[src/rtl/snd_pkg.sv]
package snd_pkg;
  localparam int ADDR_W     = 16;
  localparam int DATA_W     = 8;
  localparam int PER_W      = 12;
  localparam int VOL_W      = 4;
  localparam int DUTY_W     = 3;
  localparam int STEP_W     = 4;
  localparam int RATE_W     = 6;
  localparam int ACC_W      = 8;
  localparam int SAW_SHIFT  = 3;
  localparam int SAW_STEP_W = 3;
  localparam int SAW_WRAP   = 6;
  localparam int NUM_REGS   = 3;
  localparam int FLAG_BIT   = 7;
  localparam int DUTY_LSB   = 4;

  localparam logic [ADDR_W-1:0] PULSE_A_BASE = 16'h9000;
  localparam logic [ADDR_W-1:0] PULSE_B_BASE = 16'hA000;
  localparam logic [ADDR_W-1:0] SAW_BASE     = 16'hB000;

  typedef enum logic [1:0] {
    REG_CTL = 2'd0,
    REG_PLO = 2'd1,
    REG_PHI = 2'd2
  } reg_idx_e;
endpackage

[src/rtl/snd_reg_decode.sv]
module snd_reg_decode #(
  parameter int ADDR_W = 16,
  parameter int NV     = 3,
  parameter int NR     = 3,
  parameter logic [NV*ADDR_W-1:0] BASES = '0
) (
  input  logic                     wr_en,
  input  logic [ADDR_W-1:0]        wr_addr,
  output logic [NV-1:0][NR-1:0]    wr_sel
);
  for (genvar v = 0; v < NV; v++) begin : g_voice
    for (genvar r = 0; r < NR; r++) begin : g_reg
      assign wr_sel[v][r] = wr_en &&
        (wr_addr == BASES[v*ADDR_W +: ADDR_W] + ADDR_W'(r));
    end
  end
endmodule

[src/rtl/snd_period_timer.sv]
module snd_period_timer #(
  parameter int PER_W = 12
) (
  input  logic             clk,
  input  logic             rst,
  input  logic             run,
  input  logic [PER_W-1:0] period,
  output logic             tick
);
  logic [PER_W-1:0] cnt_q;

  assign tick = run && (cnt_q == '0);

  always_ff @(posedge clk) begin
    if (rst) begin
      cnt_q <= '0;
    end else if (run) begin
      if (cnt_q == '0) cnt_q <= (period == '0) ? PER_W'(1) : period;
      else             cnt_q <= cnt_q - 1'b1;
    end
  end

  // an idle timer holds its count
  p_timer_hold_r9: assert property (@(posedge clk) disable iff (rst)
    !run |=> $stable(cnt_q));
  // a reload never leaves the timer at zero
  p_reload_nonzero_r5: assert property (@(posedge clk) disable iff (rst)
    tick |=> cnt_q != '0);
  // a running timer that is not at zero counts down by one
  p_count_down_r5: assert property (@(posedge clk) disable iff (rst)
    run && cnt_q != '0 |=> cnt_q == $past(cnt_q) - 1'b1);
endmodule

[src/rtl/snd_pulse_voice.sv]
module snd_pulse_voice #(
  parameter int DATA_W   = 8,
  parameter int PER_W    = 12,
  parameter int VOL_W    = 4,
  parameter int DUTY_W   = 3,
  parameter int STEP_W   = 4,
  parameter int FLAG_BIT = 7,
  parameter int DUTY_LSB = 4
) (
  input  logic              clk,
  input  logic              rst,
  input  logic              wr_ctl,
  input  logic              wr_plo,
  input  logic              wr_phi,
  input  logic [DATA_W-1:0] wr_data,
  output logic [VOL_W-1:0]  level
);
  localparam int HI_W = PER_W - DATA_W;

  logic              flag_q, en_q, tick;
  logic [DUTY_W-1:0] duty_q;
  logic [VOL_W-1:0]  vol_q;
  logic [PER_W-1:0]  per_q;
  logic [STEP_W-1:0] step_q;
  logic              unused_hi_bits;

  assign unused_hi_bits = &{1'b0, wr_data[FLAG_BIT-1:HI_W]};

  always_ff @(posedge clk) begin
    if (rst) begin
      flag_q <= 1'b0;
      duty_q <= '0;
      vol_q  <= '0;
      per_q  <= '0;
      en_q   <= 1'b0;
    end else begin
      if (wr_ctl) begin
        flag_q <= wr_data[FLAG_BIT];
        duty_q <= wr_data[DUTY_LSB +: DUTY_W];
        vol_q  <= wr_data[VOL_W-1:0];
      end
      if (wr_plo) per_q[DATA_W-1:0] <= wr_data;
      if (wr_phi) begin
        per_q[PER_W-1:DATA_W] <= wr_data[HI_W-1:0];
        en_q <= wr_data[FLAG_BIT];
      end
    end
  end

  snd_period_timer #(.PER_W(PER_W)) i_timer (
    .clk(clk), .rst(rst), .run(en_q), .period(per_q), .tick(tick)
  );

  always_ff @(posedge clk) begin
    if (rst)       step_q <= '0;
    else if (tick) step_q <= step_q + 1'b1;
  end

  assign level = (en_q && (flag_q || step_q <= STEP_W'(duty_q))) ? vol_q : '0;

  // each reload moves the duty step on by one, wrapping at 16
  p_step_advance_r6: assert property (@(posedge clk) disable iff (rst)
    tick |=> step_q == $past(step_q) + 1'b1);
  // a disabled pulse voice keeps its step
  p_step_hold_r9: assert property (@(posedge clk) disable iff (rst)
    !en_q |=> $stable(step_q));
endmodule

[src/rtl/snd_saw_voice.sv]
module snd_saw_voice #(
  parameter int DATA_W     = 8,
  parameter int PER_W      = 12,
  parameter int RATE_W     = 6,
  parameter int ACC_W      = 8,
  parameter int SHIFT      = 3,
  parameter int STEP_W     = 3,
  parameter int WRAP       = 6,
  parameter int FLAG_BIT   = 7,
  localparam int OUT_W     = ACC_W - SHIFT
) (
  input  logic              clk,
  input  logic              rst,
  input  logic              wr_ctl,
  input  logic              wr_plo,
  input  logic              wr_phi,
  input  logic [DATA_W-1:0] wr_data,
  output logic [OUT_W-1:0]  level
);
  localparam int HI_W = PER_W - DATA_W;

  logic              en_q, tick;
  logic [RATE_W-1:0] rate_q;
  logic [PER_W-1:0]  per_q;
  logic [STEP_W-1:0] step_q, step_nx;
  logic [ACC_W-1:0]  acc_q;
  logic              unused_bits;

  assign unused_bits = &{1'b0, wr_data[DATA_W-1:RATE_W], wr_data[FLAG_BIT-1:HI_W]};

  always_ff @(posedge clk) begin
    if (rst) begin
      rate_q <= '0;
      per_q  <= '0;
      en_q   <= 1'b0;
    end else begin
      if (wr_ctl) rate_q <= wr_data[RATE_W-1:0];
      if (wr_plo) per_q[DATA_W-1:0] <= wr_data;
      if (wr_phi) begin
        per_q[PER_W-1:DATA_W] <= wr_data[HI_W-1:0];
        en_q <= wr_data[FLAG_BIT];
      end
    end
  end

  snd_period_timer #(.PER_W(PER_W)) i_timer (
    .clk(clk), .rst(rst), .run(en_q), .period(per_q), .tick(tick)
  );

  assign step_nx = step_q + 1'b1;

  always_ff @(posedge clk) begin
    if (rst) begin
      step_q <= '0;
      acc_q  <= '0;
    end else if (tick) begin
      if (step_nx == STEP_W'(WRAP)) begin
        step_q <= '0;
        acc_q  <= '0;
      end else begin
        step_q <= step_nx;
        if (step_nx[0]) acc_q <= acc_q + ACC_W'(rate_q);
      end
    end
  end

  assign level = en_q ? acc_q[ACC_W-1:SHIFT] : '0;

  // the wrap step is never held as state
  p_step_range_r7: assert property (@(posedge clk) disable iff (rst)
    step_q < STEP_W'(WRAP));
  // completing the cycle clears both step and accumulator
  p_cycle_clear_r7: assert property (@(posedge clk) disable iff (rst)
    tick && step_nx == STEP_W'(WRAP) |=> acc_q == '0 && step_q == '0);
  // a disabled sawtooth keeps step and accumulator
  p_saw_hold_r9: assert property (@(posedge clk) disable iff (rst)
    !en_q |=> $stable(step_q) && $stable(acc_q));
endmodule

[src/rtl/tri_voice_gen.sv]
module tri_voice_gen
  import snd_pkg::*;
#(
  parameter int AW = ADDR_W,
  parameter int DW = DATA_W,
  parameter int PW = PER_W,
  parameter int VW = VOL_W,
  localparam int SAW_W = ACC_W - SAW_SHIFT,
  localparam int SUM_W = 6,
  localparam int NP    = 2,
  localparam int NV    = NP + 1,
  localparam int MAX_SUM = NP * (2**VW - 1) + ((3 * (2**RATE_W - 1)) >> SAW_SHIFT)
) (
  input  logic             clk,
  input  logic             rst,
  input  logic             wr_en,
  input  logic [AW-1:0]    wr_addr,
  input  logic [DW-1:0]    wr_data,
  output logic [VW-1:0]    pulse_a_lvl,
  output logic [VW-1:0]    pulse_b_lvl,
  output logic [SAW_W-1:0] saw_lvl,
  output logic [SUM_W-1:0] mix_sum
);
  logic [NV-1:0][NUM_REGS-1:0] wr_sel;
  logic [NP-1:0][VW-1:0]       plvl;

  snd_reg_decode #(
    .ADDR_W(AW), .NV(NV), .NR(NUM_REGS),
    .BASES({SAW_BASE, PULSE_B_BASE, PULSE_A_BASE})
  ) i_decode (
    .wr_en(wr_en), .wr_addr(wr_addr), .wr_sel(wr_sel)
  );

  for (genvar p = 0; p < NP; p++) begin : g_pulse
    snd_pulse_voice #(
      .DATA_W(DW), .PER_W(PW), .VOL_W(VW), .DUTY_W(DUTY_W),
      .STEP_W(STEP_W), .FLAG_BIT(FLAG_BIT), .DUTY_LSB(DUTY_LSB)
    ) i_pulse (
      .clk(clk), .rst(rst),
      .wr_ctl(wr_sel[p][REG_CTL]), .wr_plo(wr_sel[p][REG_PLO]),
      .wr_phi(wr_sel[p][REG_PHI]), .wr_data(wr_data),
      .level(plvl[p])
    );
  end

  snd_saw_voice #(
    .DATA_W(DW), .PER_W(PW), .RATE_W(RATE_W), .ACC_W(ACC_W),
    .SHIFT(SAW_SHIFT), .STEP_W(SAW_STEP_W), .WRAP(SAW_WRAP), .FLAG_BIT(FLAG_BIT)
  ) i_saw (
    .clk(clk), .rst(rst),
    .wr_ctl(wr_sel[NP][REG_CTL]), .wr_plo(wr_sel[NP][REG_PLO]),
    .wr_phi(wr_sel[NP][REG_PHI]), .wr_data(wr_data),
    .level(saw_lvl)
  );

  assign pulse_a_lvl = plvl[0];
  assign pulse_b_lvl = plvl[1];
  assign mix_sum = SUM_W'(plvl[0]) + SUM_W'(plvl[1]) + SUM_W'(saw_lvl);

  // a write reaches at most one register
  p_one_target_r1: assert property (@(posedge clk) disable iff (rst)
    $onehot0(wr_sel));
  // the sum stays inside its documented range
  p_sum_max_r11: assert property (@(posedge clk) disable iff (rst)
    mix_sum <= SUM_W'(MAX_SUM));
  // the cycle after a reset edge is silent
  p_reset_quiet_r10: assert property (@(posedge clk)
    rst |=> mix_sum == '0 && saw_lvl == '0);
endmodule

[config.mk]
export PLATFORM = sky130hd
export DESIGN_NAME = tri_voice_gen
export DESIGN_NICKNAME = d
export VERILOG_FILES = /design/src/rtl/snd_pkg.sv /design/src/rtl/snd_reg_decode.sv /design/src/rtl/snd_period_timer.sv /design/src/rtl/snd_pulse_voice.sv /design/src/rtl/snd_saw_voice.sv /design/src/rtl/tri_voice_gen.sv
export SDC_FILE = /design/constraint.sdc
export NUM_CORES = 1
export LEC_CHECK = 0
export ABC_CLOCK_PERIOD_IN_PS = 8100
export BUFFER_PORTS_ARGS = -buffer_cell sky130_fd_sc_hd__buf_4
export CAP_MARGIN = 20
export CORE_MARGIN = 8
export CORE_UTILIZATION = 58
export DETAILED_ROUTE_END_ITERATION = 8
export PLACE_DENSITY = 0.77
export SLEW_MARGIN = 20
export SYNTH_ARGS = -nofsm -noshare
export SYNTH_HDL_FRONTEND = slang
export SYNTH_SLANG_ARGS = --single-unit
[constraint.sdc]
create_clock -name clk -period 8.1 [get_ports clk]
set_input_delay 0.81 -clock clk [delete_from_list [all_inputs] [get_ports clk]]
set_output_delay 0.81 -clock clk [all_outputs]
set_load 0.005 [all_outputs]
# Word level (Yosys, flattened, before mapping)
# Cells that the tools add are included.
# totals
regBits	116
mem_count	0
mem_bits_rw	0
out_inout_bits	19
latchBits	0
mem_bits_ro	0
input_bits	27
# op_classes
order_cmp	2
n_eq_ne	10
addsub	9
shift	0
n_bitwise	0
muxes	12
multipliers	0
div_mod_pow	0
n_reduce_logical	24
# op_table
op	n
$eq 16x16->1 const B	9
$logic_not 12->1	6
$mux 12	6
$sub 12x1->12 const B	3
$mux 8	2
$logic_and 1x1->1	14
$add 4x1->4 const B	2
$add 8x6->8	1
$le 4x3->1	2
$mux 4	2
$add 5x5->6	1
$add 4x4->5	1
$mux 5	1
$add 3x1->3 const B	1
$eq 3x3->1 const B	1
$mux 3	1
$logic_or 1x1->1	2
$reduce_and 2->1	1
$reduce_bool 2->1	1

# Longest topological paths before layout
# Gate-level depths: netlist of run 1.
# logic_depth
word_depth	6
depth_mapped	15
mapped_depth_nobuf	15

# Hierarchy
# A second synthesis of run 1 with hierarchy kept.
# unflattened
hier_cells	711
area_unflattened_um2	6446.2
# modules_own_cells
mod	area_each_um2	n_inst	cells_each	seq_area_each_um2
snd_period_timer	855.8	3	103	240.2
snd_pulse_voice	1008.5	2	102	500.5
snd_saw_voice	1471.4	1	149	600.6
tri_voice_gen	235.2	1	25	0.0
snd_reg_decode	155.1	1	24	0.0

# Worst setup path before layout of run 1
# No wires, ideal clock.
# synth_path
kind	reg-to-output
from	register g_pulse[1].i_pulse.duty_q[1]
to	output mix_sum[5]
setup_slack_ns	4.577
stages_incl_launch_ff	16
arrival_ns	2.713
n_path_buf	0
cell_sequence	dfxtp_1 -> inv_1 -> ha_1 -> nor2b_1 -> o21ai_0 -> a32oi_1 -> o21bai_1 -> nand3_1 -> fa_1 -> inv_1 -> ha_1 -> inv_1 -> fa_1 -> nor2b_1 -> o21ai_0 -> nand2b_1
# synth_via
elab_chain_cells	6
# synth_lines
item	line	text
start: declaration	snd_pulse_voice.sv:21	logic [DUTY_W-1:0] duty_q;
start signal: assignment	snd_pulse_voice.sv:39	duty_q <= wr_data[DUTY_LSB +: DUTY_W];
$le 4x3->1	snd_pulse_voice.sv:59	assign level = (en_q && (flag_q || step_q <= STEP_W'(duty_q))) ? vol_q : '0;
$logic_or 1x1->1	snd_pulse_voice.sv:59	
$logic_and 1x1->1	snd_pulse_voice.sv:59	
$mux 4	snd_pulse_voice.sv:59	
$add 4x4->5	tri_voice_gen.sv:58	assign mix_sum = SUM_W'(plvl[0]) + SUM_W'(plvl[1]) + SUM_W'(saw_lvl);
$add 5x5->6	tri_voice_gen.sv:58	
end: declaration	tri_voice_gen.sv:22	output logic [SUM_W-1:0] mix_sum
# Every way passes these cells.

# Worst setup path in the final report of run 1
# layout_path
from	register g_pulse[1].i_pulse.duty_q[1]
to	output mix_sum[4]
# Same word-level chain as after synthesis.

==> results of run 1 <==
==> worst reg2reg max path, stage by stage (launching register included) <==
cell	delay [ns]
dfxtp_1	0.38
inv_1	0.12
ha_1	0.15
nor4b_1	0.63
and3_1	0.59
o21ai_0	0.22
a221oi_1	0.30
==> logic make-up (layout without fill, tap and decap cells) <==
logic type,Yosys count,after routing,synth area share (%)
DFF,116,116,37.3
and+or+nand+nor,272,272,23.8
buffers and inverters,78,121,5.01
muxes,53,53,8.63
adders and majority gates,32,32,7.16
xor gates and xnor gates,10,10,1.41
AOI/OAI and AO/OA,163,163,16.7
==> metal layers <==
layer	share of wire, %	wire, µm	global-route usage (%)
met5	0	0	0
met4	2.1	312	10.2
met3	5.1	772	6.25
met2	47	7150	34.4
met1	46	6890	26.9
==> flip-flops by register name, indices dropped and copies added (netlist names) <==
name / cells
i_saw.en_q: 1
i_saw.i_timer.cnt_q: 12
g_pulse.i_pulse.step_q: 8
g_pulse.i_pulse.duty_q: 6
g_pulse.i_pulse.vol_q: 8
g_pulse.i_pulse.flag_q: 2
g_pulse.i_pulse.en_q: 2
i_saw.step_q: 3
g_pulse.i_pulse.per_q: 24
i_saw.per_q: 12
g_pulse.i_pulse.i_timer.cnt_q: 24
i_saw.rate_q: 6
i_saw.acc_q: 8
==> report_power, final <==
part | internal [µW] | total, µW | switching [µW]
Sequential | 571 | 571 | 0.00318
Clock | 426 | 702 | 277
Combinational | 11.1 | 32.8 | 21.8
==> final cells by class <==
class | count | area share [%]
tap | 140 | 2.44
multi-input combinational | 530 | 50.1
timing repair buffer | 48 | 5.03
clock inverter | 13 | 1.75
clock buffer | 19 | 6.16
inverter | 41 | 2.15
sequential | 116 | 32.4
==> per-stage QoR <==
step / util [%] / cell area, µm² / total power [µW] / std cells / setup slack, ns
2_1_floorplan: - / 6220 / 598 / 724 / 4.58
3_3_place_gp: 61.9 / 6600 / 615 / 875 / 4.31
3_5_place_dp: 61.9 / 6600 / 616 / 875 / 4.04
4_1_cts: 67.3 / 7160 / 1320 / 907 / 3.41
5_1_grt: 67.3 / 7160 / 1350 / 907 / 3.15
6_report: 67.3 / 7160 / 1310 / 907 / 3.41
==> layout by cell type, fill, tap and decap left out, types with 5 or more instances in the layout <==
| cell | netlist | routed |
|---|---|---|
| nand2b_1 | 6 | 6 |
| mux2i_1 | 48 | 48 |
| dfxtp_1 | 116 | 116 |
| a221oi_1 | 5 | 5 |
| buf_4 | 0 | 48 |
| a211oi_1 | 5 | 5 |
| xor2_1 | 5 | 5 |
| and2_1 | 5 | 5 |
| clkbuf_16 | 0 | 16 |
| o31ai_1 | 5 | 5 |
| and3_1 | 15 | 15 |
| a21oi_1 | 44 | 44 |
| a22oi_1 | 13 | 13 |
| nand4_1 | 8 | 8 |
| o211ai_1 | 5 | 5 |
| a31oi_1 | 6 | 6 |
| o22ai_1 | 5 | 5 |
| nand2_1 | 49 | 49 |
| xnor2_1 | 5 | 5 |
| nor2b_1 | 6 | 6 |
| o21ai_0 | 42 | 42 |
| ha_1 | 26 | 26 |
| mux2_2 | 5 | 5 |
| inv_1 | 41 | 41 |
| nor2_1 | 90 | 90 |
| nor4_1 | 13 | 13 |
| nor3_1 | 22 | 22 |
| nand3_1 | 21 | 21 |
| clkinvlp_4 | 0 | 5 |
| fa_1 | 6 | 6 |
==> worst max-delay path by stage <==
stage,depth (start not counted),slack [ns],endpoint,from
2_1_floorplan,15,4.58,mix_sum[5],g_pulse[1].i_pulse.duty_q[1]
3_3_place_gp,14,4.31,mix_sum[4],g_pulse[1].i_pulse.duty_q[1]
3_5_place_dp,14,4.04,mix_sum[4],g_pulse[1].i_pulse.duty_q[1]
4_1_cts,14,3.41,mix_sum[4],g_pulse[1].i_pulse.duty_q[1]
6_report,14,3.41,mix_sum[4],g_pulse[1].i_pulse.duty_q[1]
5_1_grt,14,3.15,mix_sum[4],g_pulse[1].i_pulse.duty_q[1]
==> qor.csv, run 1 <==
stage;metric;value;unit
critical_path;worstReg2RegStart;g_pulse[1].i_pulse.i_timer.cnt_q[0];
grt;grt_max_degree;82;
hold_path;min_path_type;reg2reg;
critical_path;cp_top_family;adder cells;
grt;grt_pass1_wl;25.5;mm
clocking;path_clk_slew;0.06;ns
timing;fin_hold_ws;0.488;ns
yosys;yosys.area.top_type;dfxtp_1;
yosys;synth_common_cells;116 x dfxtp_1, 90 x nor2_1, 49 x nand2_1;
critical_path;crit_fanout;7;
pwr;p_per_area;182;mW/mm²
pwr;ir_drop;0.152;mV
floorplan;fp.dieH;120;µm
drt;first_pass_iters;5;
floorplan;start_util;58.4;%
floorplan;die-area;0.0143;mm²
grt;grt.total_usage;21.7;%
yosys;ys_seq_elements;116;
grt;grt_pass1_vias;5376;
yosys;synth_flop_cell;dfxtp_1;
clocking;h-tree-depth;4;
timing;finalCritPeriodShare;57.9;%
critical_path;crit_buf_inv;3;
drt;viasPerCell;6.07;
timing;fin_crit;4.69;ns
place;port_buffers;45;
clocking;cts_resized;0;
critical_path;reg2reg_depth;6;
floorplan;fp.coreArea;0.0107;mm²
clocking;cts_made_buffers;17;
critical_path;worstPathRequired;7.29;ns
clocking;cts_hold_buf;0;
cells_and_area;layout-drive-gt1-share;13.8;%
timing;rsz0062_at_grt;no;
floorplan;io_pins;46;
critical_path;critical_path_class;reg2out;
critical_path;critPathSlowestCell;fa_1;
floorplan;row_count;38;
critical_path;crit_arrival;3.88;ns
cells_and_area;nets;813;
cells_and_area;area_growth;15.2;%
floorplan;dieWidth;120;µm
run_status;status;finished, final reports clean;
yosys;syn-cell-area;0.00622;mm²
critical_path;rrSetupSlack;5.62;ns
hold_path;hp-start;g_pulse[0].i_pulse.flag_q;
grt;antenna_found_initial;0;
place;globalplace.congestion;0.875;
yosys;synth_cell_types;65;
timing;drv_slew;0;
drt;drc;0;
yosys;postSynthAreaPerCell;8.59;µm²
clocking;clk_path_buf_depth;2;
timing;final_hold_viol_count;0;
clocking;root_buffer;clkbuf_8;
critical_path;path_cells;inv_1 -> ha_1 -> nor2b_1 -> o21ai_0 -> a32oi_1 -> o21bai_1 -> nand3_1 -> fa_1 -> inv_1 -> ha_1 -> a21o_1 -> a21oi_1 -> xnor2_1 -> buf_4;
yosys;synth_most_common_cell;dfxtp_1;
timing;clock_skew;0.00596;ns
clocking;clock-sinks;116;
timing;clock.fmax;213;MHz
cells_and_area;antenna_cells;0;
drt;drt_iter0_drc;485;
critical_path;worstReg2RegEnd;g_pulse[1].i_pulse.i_timer.cnt_q[8];
hold_path;whs_path_depth;2;
run;maxCapViolCount;0;
drt;ant_nets;0;
clocking;clk_latency;0.53;ns
pwr;p_leak;0.00273;µW
yosys;async_flop_share;0;%
yosys;synth_fp_nets;783;
yosys;synth_top_area_share;37.3;%
yosys;synth_edf_count;0;
timing;tns;0;ns
place;hpwlAfterDp;10.4;mm
yosys;synthCells;724;
cells_and_area;multiInputGateArea;0.00359;mm²
critical_path;slowest_delay;0.63;ns
timing;slew_headroom;38.4;%
timing;worst_pin_slew;0.923;ns
hold_path;min_to;g_pulse[0].i_pulse.flag_q;
grt;gr-total-overflow;0;
timing;finalSetupViolCount;0;
drt;vias;5505;
critical_path;endpoint_kind;output pin;
cells_and_area;fillerInstances;870;
yosys;yosys-top-cells-area;dfxtp_1 37%, mux2i_1 7.7%, nor2_1 5.4%, ha_1 5.2%, a21oi_1 3.5%;
clocking;post_cts_buffers;0;
yosys;ys_warn_count;0;
critical_path;start_kind;register;
yosys;seq_area_frac_synth;37.3;%
clocking;cts_tree;yes;
drt;finalWirelength;15.1;mm
drt;wl_per_cell;16.7;µm
cells_and_area;regArea;0.00232;mm²
No activity file was read; power rests on OpenSTA's default activity.
==> run 2, diff against run 1 <==
Settings changed: ABC_CLOCK_PERIOD_IN_PS 8100 to 4680.
Clock period 8.1 ns to 4.68 ns, I/O delays scaled along.
==> run 2 against run 1 <==
  * Critical path depth is the same
  * First-iteration DRC count shrank 1.4%
  * Final area rose by 0.49%
  * Wire length barely moved
==> qor.csv, run 2 (same netlist as run 1, synthesis figures left out) <==
stage;metric;value;unit
run_status;status;finished, final reports clean;
floorplan;fp.coreArea;0.0107;mm²
cells_and_area;nets;814;
clocking;cts_hold_buf;0;
timing;clock.fmax;241;MHz
drt;drc;0;
drt;finalWirelength;15.1;mm
place;globalplace.congestion;0.871;
critical_path;crit_fanout;7;
timing;fin_hold_ws;0.250;ns
floorplan;dieWidth;120;µm
floorplan;fp.dieH;120;µm
timing;fin_crit;4.15;ns
timing;rsz0062_at_grt;no;
cells_and_area;final_core_util;67.6;%
hold_path;whs_path_depth;3;
pwr;comb_power_share;2.4;%
grt;gr-total-overflow;0;
timing;worst_pin_slew;0.898;ns
cells_and_area;area_growth;15.8;%
critical_path;endpoint_kind;output pin;
pwr;pwr-share-seq;42.1;%
drt;first_pass_iters;5;
drt;vias;5448;
hold_path;min_to;i_saw.en_q;
drt;ant_nets;0;
clocking;clk_path_buf_depth;2;
place;port_buffers;45;
run;maxCapViolCount;0;
grt;grt_max_degree;85;
critical_path;worstReg2RegEnd;g_pulse[1].i_pulse.i_timer.cnt_q[8];
timing;drv_slew;0;
floorplan;row_count;38;
grt;antenna_found_initial;0;
critical_path;rrSetupSlack;2.17;ns
pwr;p_leak;0.00275;µW
clocking;cts_made_buffers;17;
hold_path;hp-start;wr_data[7];
critical_path;critical_path_class;reg2out;
hold_path;min_path_type;in2reg;
clocking;path_clk_slew;0.06;ns
pwr;ir_drop;0.334;mV
clocking;post_cts_buffers;0;
drt;viasPerCell;6.01;
grt;grt_pass1_vias;5258;
clocking;cts_tree;yes;
pwr;p_per_area;326;mW/mm²
grt;grt.total_usage;21.5;%
grt;grt_pass1_wl;25.3;mm
floorplan;io_pins;46;
clocking;clk_latency;0.54;ns
timing;slew_headroom;39.6;%
pwr;clockPowerShare;55.5;%
critical_path;worstPathRequired;4.21;ns
pwr;p_switching;526;µW
timing;finalSetupViolCount;0;
clocking;cts_resized;0;
critical_path;crit_arrival;3.69;ns
clocking;h-tree-depth;4;
pwr;swShare;22.4;%
floorplan;die-area;0.0143;mm²
drt;wl_per_cell;16.7;µm
clocking;clock-sinks;116;
critical_path;worstReg2RegStart;g_pulse[1].i_pulse.i_timer.cnt_q[0];
cells_and_area;layout_commonest_cell;dfxtp_1;
place;hpwlAfterDp;10.3;mm
cells_and_area;layout-drive-gt1-share;13.8;%
drt;drt_iter0_drc;478;
timing;finalCritPeriodShare;88.8;%
critical_path;start_kind;register;
cells_and_area;layout_common_cells;116 x dfxtp_1, 90 x nor2_1, 49 x nand2_1, 49 x buf_4, 48 x mux2i_1;
cells_and_area;antenna_cells;0;
pwr;power.internal;1820;µW
timing;tns;0;ns
critical_path;reg2reg_depth;6;
timing;final_hold_viol_count;0;
timing;clock_skew;0.00967;ns
clocking;root_buffer;clkbuf_8;
cells_and_area;reg_top3;g_pulse.i_pulse.i_timer.cnt_q x24, g_pulse.i_pulse.per_q x24;
floorplan;start_util;58.4;%
-- run 2: per-stage QoR --
step | instances | setup slack, ns | area (µm²) | power [µW]
after global routing | 907 | 0.261 | 7200 | 2410
final | 907 | 0.526 | 7200 | 2350
after floorplan | 724 | 1.50 | 6220 | 1030
after detailed placement | 876 | 1.11 | 6610 | 1070
after CTS | 907 | 0.487 | 7200 | 2360
after global placement | 876 | 1.23 | 6610 | 1070
-- run 2: critical path, stage by stage, from the launching register on --
cell and delay (ns):
dfxtp_1 0.34, inv_1 0.06, ha_1 0.28, nor2b_1 0.14, o21ai_0 0.14, a32oi_1 0.07, o21bai_1 0.35, nand3_1 0.17
fa_1 0.62, inv_1 0.06, ha_1 0.28, a21o_1 0.16, a21oi_1 0.17, xnor2_1 0.15, buf_4 0.14
-- run 2: area by class of cell --
class,count,area [µm²]
Clock buffer,17,414
Tap cell,140,175
Fill cell,876,3450
Inverter,41,154
Sequential cell,116,2320
Timing Repair Buffer,49,368
Clock inverter,14,180
Multi-Input combinational cell,530,3590
-- run 2: power groups by stage --
stage / clock [µW] / combinational (µW) / sequential, µW
6_report: 1300 / 55.9 / 988
5_1_grt: 1360 / 59.7 / 987
4_1_cts: 1310 / 56.1 / 988
3_5_place_dp: 0 / 56.3 / 1010
3_3_place_gp: 0 / 55.9 / 1010
2_1_floorplan: 0 / 25.0 / 1010
-- run 2: how the worst max path moves through the flow --
stage,startpoint,to,slack (ns),cells past startpoint
detailed placement,g_pulse[0].i_pulse.duty_q[1],mix_sum[4],1.11,14
global route,g_pulse[1].i_pulse.duty_q[1],mix_sum[5],0.26,16
CTS,g_pulse[1].i_pulse.duty_q[1],mix_sum[4],0.49,14
floorplan,g_pulse[1].i_pulse.duty_q[1],mix_sum[5],1.50,15
global placement,g_pulse[1].i_pulse.duty_q[1],mix_sum[4],1.23,14
finish,g_pulse[1].i_pulse.duty_q[1],mix_sum[4],0.53,14
-- run 2: routing by layer --
layer	GRT usage, %	routed length, µm
met5	0	0
met4	8.12	299
met3	5.97	859
met2	34.4	7190
met1	27.2	6770
